**config.mk**
```make
export PLATFORM = sky130hd
export DESIGN_NAME = sig_meas_timer
export DESIGN_NICKNAME = d
export VERILOG_FILES = /design/src/rtl/smt_pkg.sv /design/src/rtl/smt_tick_gen.sv /design/src/rtl/smt_in_sync.sv /design/src/rtl/smt_counter.sv /design/src/rtl/sig_meas_timer.sv
export SDC_FILE = /design/constraint.sdc
export NUM_CORES = 1
export LEC_CHECK = 0
export ABC_AREA = 1
export BUFFER_PORTS_ARGS = -buffer_cell sky130_fd_sc_hd__buf_2
export CELL_PAD_IN_SITES_DETAIL_PLACEMENT = 0
export CELL_PAD_IN_SITES_GLOBAL_PLACEMENT = 1
export CORE_ASPECT_RATIO = 2
export CORE_MARGIN = 2
export CORE_UTILIZATION = 37
export CTS_CLUSTER_SIZE = 30
export DETAILED_ROUTE_END_ITERATION = 6
export PLACE_DENSITY_LB_ADDON = 0.1
export SLEW_MARGIN = 20
export SYNTH_ARGS = -nofsm -noshare
export SYNTH_HDL_FRONTEND = slang
export SYNTH_SLANG_ARGS = --single-unit
```
**constraint.sdc**
```tcl
create_clock -name clk -period 3.3 [get_ports clk]
set_input_delay 0.66 -clock clk [delete_from_list [all_inputs] [get_ports clk]]
set_output_delay 0.66 -clock clk [all_outputs]
set_load 0.02 [all_outputs]
```
**src/rtl/smt_pkg.sv**
```systemverilog
package smt_pkg;

    localparam int PS_W  = 2;
    localparam int PDIV_W = 3;

    typedef enum logic [PS_W-1:0] {
        PS_DIV1 = 2'd0,
        PS_DIV2 = 2'd1,
        PS_DIV4 = 2'd2,
        PS_DIV8 = 2'd3
    } ps_code_e;

    // Per-channel view of a synchronized input at a prescaled tick.
    typedef struct packed {
        logic now;   // corrected level presented at this tick
        logic held;  // level latched at the previous running tick
        logic rise;  // became active at this tick
        logic fall;  // became inactive at this tick
    } chan_view_t;

    // Low bits of the edge counter that must all be set for a tick.
    function automatic logic [PDIV_W-1:0] ps_mask(input ps_code_e code);
        logic [PDIV_W-1:0] m;
        m = '0;
        for (int i = 0; i < PDIV_W; i++) begin
            if (i < int'(code)) m[i] = 1'b1;
        end
        return m;
    endfunction

endpackage

```
**src/rtl/smt_tick_gen.sv**
```systemverilog
module smt_tick_gen
    import smt_pkg::*;
#(
    parameter int NSRC  = 4,
    parameter int SEL_W = (NSRC > 1) ? $clog2(NSRC) : 1
) (
    input  logic              clk,
    input  logic              rst,
    input  logic [NSRC-1:0]   src_lvl,
    input  logic [SEL_W-1:0]  src_sel,
    input  logic              clk_pol,
    input  ps_code_e          ps_sel,
    output logic              ptick
);

    logic              lvl_now;
    logic              lvl_prev;
    logic              src_edge;
    logic [PDIV_W-1:0] edge_cnt;
    logic [PDIV_W-1:0] mask;

    assign lvl_now  = src_lvl[src_sel];
    assign src_edge = clk_pol ? (~lvl_now & lvl_prev) : (lvl_now & ~lvl_prev);
    assign mask     = ps_mask(ps_sel);
    assign ptick    = src_edge && ((edge_cnt & mask) == mask);

    always_ff @(posedge clk) begin
        if (rst) begin
            lvl_prev <= 1'b0;
            edge_cnt <= '0;
        end else begin
            lvl_prev <= lvl_now;
            if (src_edge) edge_cnt <= edge_cnt + 1'b1;
        end
    end

endmodule

```
**src/rtl/smt_in_sync.sv**
```systemverilog
module smt_in_sync
    import smt_pkg::*;
#(
    parameter int NCH = 2
) (
    input  logic           clk,
    input  logic           rst,
    input  logic [NCH-1:0] pin,
    input  logic [NCH-1:0] pol,
    input  logic           run_tick,
    output chan_view_t     view [NCH]
);

    for (genvar gi = 0; gi < NCH; gi++) begin : g_ch
        logic s1, s2, held;

        always_ff @(posedge clk) begin
            if (rst) begin
                s1   <= 1'b0;
                s2   <= 1'b0;
                held <= 1'b0;
            end else begin
                s1 <= pin[gi] ^ pol[gi];
                s2 <= s1;
                if (run_tick) held <= s2;
            end
        end

        always_comb begin
            view[gi].now  = s2;
            view[gi].held = held;
            view[gi].rise = run_tick & s2 & ~held;
            view[gi].fall = run_tick & ~s2 & held;
        end
    end

endmodule

```
**src/rtl/smt_counter.sv**
```systemverilog
module smt_counter #(
    parameter int CNT_W = 24
) (
    input  logic             clk,
    input  logic             rst,
    input  logic             go,
    input  logic             halt_en,
    input  logic [CNT_W-1:0] period,
    input  logic             step,
    input  logic             cap_w,
    input  logic             cap_p,
    input  logic             tmr_clr,
    input  logic             tmr_we,
    input  logic [CNT_W-1:0] tmr_wdata,
    input  logic             cpw_upd,
    input  logic             cpr_upd,
    input  logic             irq_clr,
    output logic [CNT_W-1:0] tmr,
    output logic [CNT_W-1:0] cpw,
    output logic [CNT_W-1:0] cpr,
    output logic             irq_flag
);

    logic match;
    logic sticky;

    assign match  = (tmr == period);
    assign sticky = halt_en & match;

    always_ff @(posedge clk) begin
        if (rst) begin
            tmr      <= '0;
            cpw      <= '0;
            cpr      <= '0;
            irq_flag <= 1'b0;
        end else begin
            if (tmr_clr)           tmr <= '0;
            else if (tmr_we && !go) tmr <= tmr_wdata;
            else if (step) begin
                if (!match)        tmr <= tmr + 1'b1;
                else if (!halt_en) tmr <= '0;
            end

            if (cpw_upd)    cpw <= tmr;
            else if (cap_w) cpw <= tmr;

            if (cpr_upd)    cpr <= tmr;
            else if (cap_p) cpr <= tmr;

            if (step && match)          irq_flag <= 1'b1;
            else if (irq_clr && !sticky) irq_flag <= 1'b0;
        end
    end

endmodule

```
**src/rtl/sig_meas_timer.sv**
```systemverilog
module sig_meas_timer
    import smt_pkg::*;
#(
    parameter int CNT_W = 24,
    parameter int NSRC  = 4,
    parameter int SEL_W = (NSRC > 1) ? $clog2(NSRC) : 1
) (
    input  logic             clk,
    input  logic             rst,
    input  logic             go,
    input  logic             halt_en,
    input  logic [1:0]       ps_sel,
    input  logic             clk_pol,
    input  logic             sig_pol,
    input  logic             win_pol,
    input  logic [SEL_W-1:0] src_sel,
    input  logic [NSRC-1:0]  src_lvl,
    input  logic             sig_in,
    input  logic             win_in,
    input  logic [CNT_W-1:0] period,
    input  logic             tmr_we,
    input  logic [CNT_W-1:0] tmr_wdata,
    input  logic             tmr_clr,
    input  logic             cpw_upd,
    input  logic             cpr_upd,
    input  logic             irq_clr,
    output logic [CNT_W-1:0] tmr,
    output logic [CNT_W-1:0] cpw,
    output logic [CNT_W-1:0] cpr,
    output logic             irq_flag,
    output logic             sig_stat,
    output logic             win_stat
);

    localparam int CH_SIG = 0;
    localparam int CH_WIN = 1;
    localparam int NCH    = 2;

    logic       ptick;
    logic       run_tick;
    logic       sig_now;
    chan_view_t view [NCH];

    smt_tick_gen #(.NSRC(NSRC), .SEL_W(SEL_W)) u_tick (
        .clk     (clk),
        .rst     (rst),
        .src_lvl (src_lvl),
        .src_sel (src_sel),
        .clk_pol (clk_pol),
        .ps_sel  (ps_code_e'(ps_sel)),
        .ptick   (ptick)
    );

    assign run_tick = ptick & go;

    smt_in_sync #(.NCH(NCH)) u_sync (
        .clk      (clk),
        .rst      (rst),
        .pin      ({win_in, sig_in}),
        .pol      ({win_pol, sig_pol}),
        .run_tick (run_tick),
        .view     (view)
    );

    assign sig_now = view[CH_SIG].now;

    smt_counter #(.CNT_W(CNT_W)) u_cnt (
        .clk       (clk),
        .rst       (rst),
        .go        (go),
        .halt_en   (halt_en),
        .period    (period),
        .step      (run_tick & sig_now),
        .cap_w     (view[CH_SIG].rise),
        .cap_p     (view[CH_SIG].fall),
        .tmr_clr   (tmr_clr),
        .tmr_we    (tmr_we),
        .tmr_wdata (tmr_wdata),
        .cpw_upd   (cpw_upd),
        .cpr_upd   (cpr_upd),
        .irq_clr   (irq_clr),
        .tmr       (tmr),
        .cpw       (cpw),
        .cpr       (cpr),
        .irq_flag  (irq_flag)
    );

    assign sig_stat = go & view[CH_SIG].held;
    assign win_stat = go & view[CH_WIN].held;

endmodule

```
# Word-level counts from Yosys, hierarchy flattened
# Index checks and enable logic that the tools add are counted.
dict set report word_totals {
  ff_bits 83
  in_bits 70
  output_inout_bits 75
  elab_cells 66
}
dict set report classes {
  add_sub_neg 2
  order_cmp 4
  n_eq_ne 3
  mux 16
  n_bitwise 17
  reduce_logical 12
}
# cell count
set op_table {}
lappend op_table {{2-to-1 mux 24 bit} 8}
lappend op_table {{adder 24 x 1 -> 24 bit, second input constant} 1}
lappend op_table {{equality test 24 bit} 1}
lappend op_table {{AND 1 bit} 10}
lappend op_table {{nonzero test 2 bit} 4}
lappend op_table {{2-to-1 mux 1 bit} 7}
lappend op_table {{logical AND 1 bit} 4}
lappend op_table {{< comparator 1 x 2 -> 1 bit, first input constant} 2}
lappend op_table {{NOT 1 bit} 4}
lappend op_table {{adder 3 x 1 -> 3 bit, second input constant} 1}
lappend op_table {{AND 3 bit} 1}
lappend op_table {{equality test 3 bit} 1}
lappend op_table {{< comparator 2 x 3 -> 1 bit, second input constant} 1}
lappend op_table {{!= test 3 bit, second input constant} 1}
lappend op_table {{binary-select mux 1 bit (select 2 bit)} 1}
lappend op_table {{logical NOT 1 bit} 2}
lappend op_table {{< comparator 2 bit, first input constant} 1}
lappend op_table {{AND reduction 2 bit} 1}
lappend op_table {{OR reduction 2 bit} 1}
lappend op_table {{bitwise XOR 1 bit} 2}

# Depth between registers and ports, before layout
dict set report depth {
  word_depth 11
  mapped_depth 15
  depth_no_buf 13
}

# Hierarchy
# From an unflattened synthesis, not the netlist that was laid out.
dict set report unflattened {
  hier_cells 772
  hier_area_um2 4872.2
}
# mod instances cells_per_inst area_each_um2 seq_area_each_um2
set modules_own_cells {}
lappend modules_own_cells {smt_counter 1 684 4294.1 1461.4}
lappend modules_own_cells {smt_tick_gen 1 42 276.5 80.1}
lappend modules_own_cells {smt_in_sync 1 38 266.5 120.1}
lappend modules_own_cells {sig_meas_timer 1 8 35.0 0.0}

# Worst setup path after synthesis
# Ideal clock, no wire load.
dict set report synth_path {
  kind {input -> register}
  start {input port src_sel[0]}
  end {register u_cnt.cpw[19]}
  setup_time_ns 0.116
  arrival_time_ns 1.766
  required_ns 3.184
  setup_slack_ns 1.418
  stages 14
  path_buffers 1
  path_cell_list {inv_1 > nand2_1 > nand3_1 > nand2_1 > nand2_1 > nand2_2 > nand3_1 > inv_2 > nand2_1 > nand2_2 > inv_1 > buf_2 > nor2_1 > nor2_1}
}
dict set report synth_via {
  elab_chain_len 10
  word_cells_on_any_way 11
  classes_between {mux: 3; bitwise: 6; reduce/logical: 2}
}
# element line_no
set synth_rtl {}
lappend synth_rtl {{from (decl)} sig_meas_timer.sv:16} ;# input logic [SEL_W-1:0] src_sel,
lappend synth_rtl {{binary-select mux 1 bit (select 2 bit) (*)} smt_tick_gen.sv:22} ;# assign lvl_now = src_lvl[src_sel];
lappend synth_rtl {{2-to-1 mux 1 bit (not written as such) (*)} smt_tick_gen.sv:22}
lappend synth_rtl {{NOT 1 bit} smt_tick_gen.sv:23} ;# assign src_edge = clk_pol ? (~lvl_now & lvl_prev) : (lvl_now & ~lvl_prev);
lappend synth_rtl {{AND 1 bit} smt_tick_gen.sv:23}
lappend synth_rtl {{2-to-1 mux 1 bit (*)} smt_tick_gen.sv:23}
lappend synth_rtl {{logical AND 1 bit (*)} smt_tick_gen.sv:25} ;# assign ptick = src_edge && ((edge_cnt & mask) == mask);
lappend synth_rtl {{AND 1 bit (*)} sig_meas_timer.sv:54} ;# assign run_tick = ptick & go;
lappend synth_rtl {{AND 1 bit (*) (2 in series)} smt_in_sync.sv:32} ;# view[gi].rise = run_tick & s2 & ~held;
lappend synth_rtl {{nonzero test 2 bit (no line) (*)} -}
lappend synth_rtl {{to (signal assigned)} smt_counter.sv:44} ;# if (cpw_upd) cpw <= tmr;
lappend synth_rtl {{to (signal assigned)} smt_counter.sv:45} ;# else if (cap_w) cpw <= tmr;
lappend synth_rtl {{to (decl)} smt_counter.sv:19} ;# output logic [CNT_W-1:0] cpw,
# Mark *: on every way between the ends. The rest lies on a longest branch, timed or not. The select of a mux whose other input is x is not followed.
# A chain may end at the register's enable or synchronous reset.

# Final worst setup path
dict set report layout_path {
  start {register u_cnt.tmr[1]}
  end {register u_cnt.tmr[20]}
}
dict set report layout_via {
  elab_chain_len 4
  word_cells_on_any_way 7
  classes_between {add/sub: 1; eq/ne: 2; mux: 3; reduce/logical: 1}
}
# element line_no
set layout_rtl {}
lappend layout_rtl {{from (decl)} smt_counter.sv:18} ;# output logic [CNT_W-1:0] tmr,
lappend layout_rtl {{from (signal assigned)} smt_counter.sv:38} ;# else if (tmr_we && !go) tmr <= tmr_wdata;
lappend layout_rtl {{from (signal assigned)} smt_counter.sv:40} ;# if (!match) tmr <= tmr + 1'b1;
lappend layout_rtl {{adder 24 x 1 -> 24 bit / equality test 24 bit (equally long branches)} {smt_counter.sv:40, smt_counter.sv:27}}
lappend layout_rtl {{2-to-1 mux 24 bit} smt_counter.sv:40}
lappend layout_rtl {{2-to-1 mux 24 bit} smt_counter.sv:39} ;# else if (step) begin
lappend layout_rtl {{2-to-1 mux 24 bit} smt_counter.sv:38}
# Several ways; a longest one is shown, not always the timed one. The select of a mux whose other input is x is not followed.

==> results.py <==
metrics = {
    "power_and_ir_drop": {
        "p_switching_w": 0.000714,
        "ir_drop_uv": 250,
        "p_seq_share_pct": 43.8,
        "p_int_w": 0.00177,
        "swShare_pct": 28.7,
        "pwr-share-comb_pct": 14.7,
        "power_w": 0.00249,
        "p_leak_nw": 2.97,
        "clockPowerShare_pct": 41.5,
        "power.density_nw_per_um2": 441,
    },
    "placement": {
        "port-buffer-count": 144,
        "globalplace.congestion": 0.886,
        "placed_area_um2": 5330,
        "place_hpwl_mm": 11.2,
    },
    "hold_path": {
        "hold_end": "u_sync.g_ch[1].s2",
        "hold_path.class": "register to register",
        "min_from": "u_sync.g_ch[1].s1",
        "hold_path_depth": 2,
    },
    "clock_network": {
        "cts_tree": "done",
        "worstSkewPairLatency_ns": 0.35,
        "cts_hold_buffers": 0,
        "ctsRootBufferMaster": "clkbuf_16",
        "cts_setup_buffers": 0,
        "clkTransAtPathRegs_ns": 0.07,
        "cts_buffers": 9,
        "cts_resized": 0,
        "clock-sinks": 83,
        "ctsHtreeMaxLevel": 3,
        "clockBufferDepth": 2,
    },
    "timing": {
        "clock_skew_ns": 0.00680,
        "drv_slew": 0,
        "setup_viol": 0,
        "worst_pin_slew_ns": 0.843,
        "tns_ns": 0,
        "max-slew-margin-rel_pct": 43.8,
        "max_freq_ghz": 0.452,
        "fin_crit_ns": 2.21,
        "rsz0062_at_grt": "false",
        "finalHoldViolCount": 0,
        "period_share_pct": 67.0,
    },
    "yosys": {
        "ys_warn_count": 0,
        "synth-seq-area-share_pct": 36.5,
        "ys.flop_type": "dfxtp_1",
        "syn_nets": 817,
        "yosysTopAreaCell": "dfxtp_1",
        "synth_edf_count": 0,
        "syn_area_um2": 4550,
        "syn_avg_cell_area_um2": 6.10,
        "synthTopCellsByCount": "nand2_1, nor2_1, dfxtp_1, o21ai_0, inv_1",
        "synth-seq-cells": 83,
        "synth_cell_types": 25,
        "ys_async_sr_fraction_pct": 0,
        "yosys-top-cells-area": "dfxtp_1, nand2_1, nor2_1",
        "yosysMostFrequentCell": "nand2_1",
        "yosys.area.top_type_share_pct": 36.5,
        "synthCells": 745,
    },
    "run": {
        "maxCapViolCount": 0,
    },
    "worst_setup_path": {
        "reg2reg_slack_ns": 1.09,
        "r2r_start": "u_cnt.tmr[1]",
        "path_class": "register to register",
        "path_cells": "ha_1 > nand2_1 > nor2_1 > nand3_1 > nor2_1 > xor2_1 > nand3_1 > nand2_1 > nor2_1 > nor2_1",
        "cpMostUsedCell": "nor2_1",
        "cp_slowest_cell": "dfxtp_1",
        "crit_path_max_fanout": 8,
        "arrival_ns": 2.50,
        "reg2reg_depth": 10,
        "max_stage_delay_ns": 0.52,
        "reg2reg_to": "u_cnt.tmr[20]",
        "start_kind": "register",
        "worstSetupEndpointType": "register",
        "critPathRequiredTime_ns": 3.59,
    },
    "drt": {
        "firstDrtPassIters": 4,
        "drt.antenna.violating_nets": 0,
        "via_per_inst": 4.72,
        "num_vias": 4847,
        "detail_route.wl_per_cell_um": 14.5,
        "drt_iter0_drc": 290,
        "drc": 0,
        "drt-total-wl_mm": 14.9,
    },
    "floorplan": {
        "coreArea_um2": 12100,
        "die_height_um": 161,
        "dieArea_um2": 13200,
        "start_util_pct": 37.7,
        "die_w_um": 82.4,
        "io_pins": 145,
        "placementRows": 57,
    },
    "final_layout": {
        "areaGrowthSynthToFinish_pct": 23.9,
        "diodes": 0,
        "drive_gt1_share_pct": 23.8,
        "layout.nets": 947,
        "finalInstanceArea_um2": 5630,
    },
    "global_routing": {
        "grt_pass1_wl_mm": 23.8,
        "antenna_found_initial": 0,
        "grt_max_degree": 39,
        "overflow": 0,
        "grt.total_usage_pct": 23.7,
        "first_global_vias": 4795,
    },
    "outcome": {
        "status": "finished clean",
    },
}
-- worst max-delay path by stage --
| stage | start | end | slack [ns] | cells past startpoint |
|---|---|---|---|---|
| 4_1_cts | u_cnt.tmr[1] | u_cnt.tmr[20] | 1.08 | 10 |
| 3_5_place_dp | src_sel[0] | u_cnt.cpr[15] | 0.78 | 14 |
| 2_1_floorplan | src_sel[0] | u_cnt.cpw[19] | 1.42 | 14 |
| 6_report | u_cnt.tmr[1] | u_cnt.tmr[20] | 1.09 | 10 |
| 5_1_grt | src_sel[0] | u_cnt.cpr[18] | 0.87 | 14 |
| 3_3_place_gp | src_sel[0] | u_cnt.cpw[10] | 0.93 | 15 |
-- through the flow --
stage                     setup slack [ns]  utilization, %  cells  hold WS (ns)
after floorplan                       1.42               -    745         0.388
after global placement               0.927            44.2   1011         0.391
after detailed placement             0.781            44.2   1011         0.400
after CTS                             1.08            46.7   1027         0.409
after global routing                 0.873            46.7   1027         0.424
final                                 1.09            46.7   1027         0.403
-- flip-flops by register name (all words and copies together), names as in the netlist --
| register | flops |
|---|---|
| u_sync.g_ch.s2 | 2 |
| u_cnt.cpw | 24 |
| u_cnt.cpr | 24 |
| u_cnt.irq_flag | 1 |
| u_cnt.tmr | 24 |
| u_tick.edge_cnt | 3 |
| u_sync.g_ch.held | 2 |
| u_sync.g_ch.s1 | 2 |
| u_tick.lvl_prev | 1 |
-- kinds of logic after synthesis --
family,Yosys count,share of synthesized area [%]
buffers and inverters,118,11.2
DFF,83,36.5
adders and majority gates,2,0.550
and+or+nand+nor,441,38.5
AOI/OAI and AO/OA,77,8.53
xor gates and xnor gates,24,4.62
-- power groups by stage --
stage	Sequential, W	Combinational, W	Clock (W)
finish	0.00109	0.000366	0.00103
global route	0.00110	0.000414	0.00110
CTS	0.00109	0.000372	0.00106
detailed placement	0.00111	0.000370	0
global placement	0.00111	0.000364	0
floorplan	0.00114	0.000193	0
-- cell usage in the layout (no fill, tap or decap), types with 2 or more instances in the layout --
master and instances:
ha_1 2, o21ai_0 58, nand3_1 30, nand2_2 5
inv_6 2, nand3_2 2, buf_4 11, dfxtp_1 83
buf_2 144, nand2_1 209, nor2_1 182, nor3_1 3
o21ai_1 4, a21oi_1 14, xnor2_1 3, clkinvlp_4 2
inv_2 27, clkbuf_16 9, nand4_1 5, inv_1 55
nor2_2 3, xor2_1 21
-- cell type report --
type	count	area, um^2
timing repair buffer	155	803
clock buffer	9	225
tap	147	184
multi-input combinational	544	2380
sequential	83	1660
clock inverter	7	76.3
fill	1314	6420
inverter	82	308
-- critical path: cells and delay by family (launching register included) --
family | cells | cell delay (ns)
xor gates and xnor gates | 1 | 0.17
and+or+nand+nor | 8 | 1.22
adders and majority gates | 1 | 0.25
DFF | 1 | 0.52
-- per-layer routing --
layer | vias to the layer above | wire length, um | track usage (%)
li1 | 2533 | - | -
met1 | 2172 | 5880 | 26.4
met2 | 124 | 8070 | 43.7
met3 | 18 | 657 | 4.16
met4 | 0 | 298 | 7.27
met5 | - | 0 | 0
(Power assumes the default switching activity.)
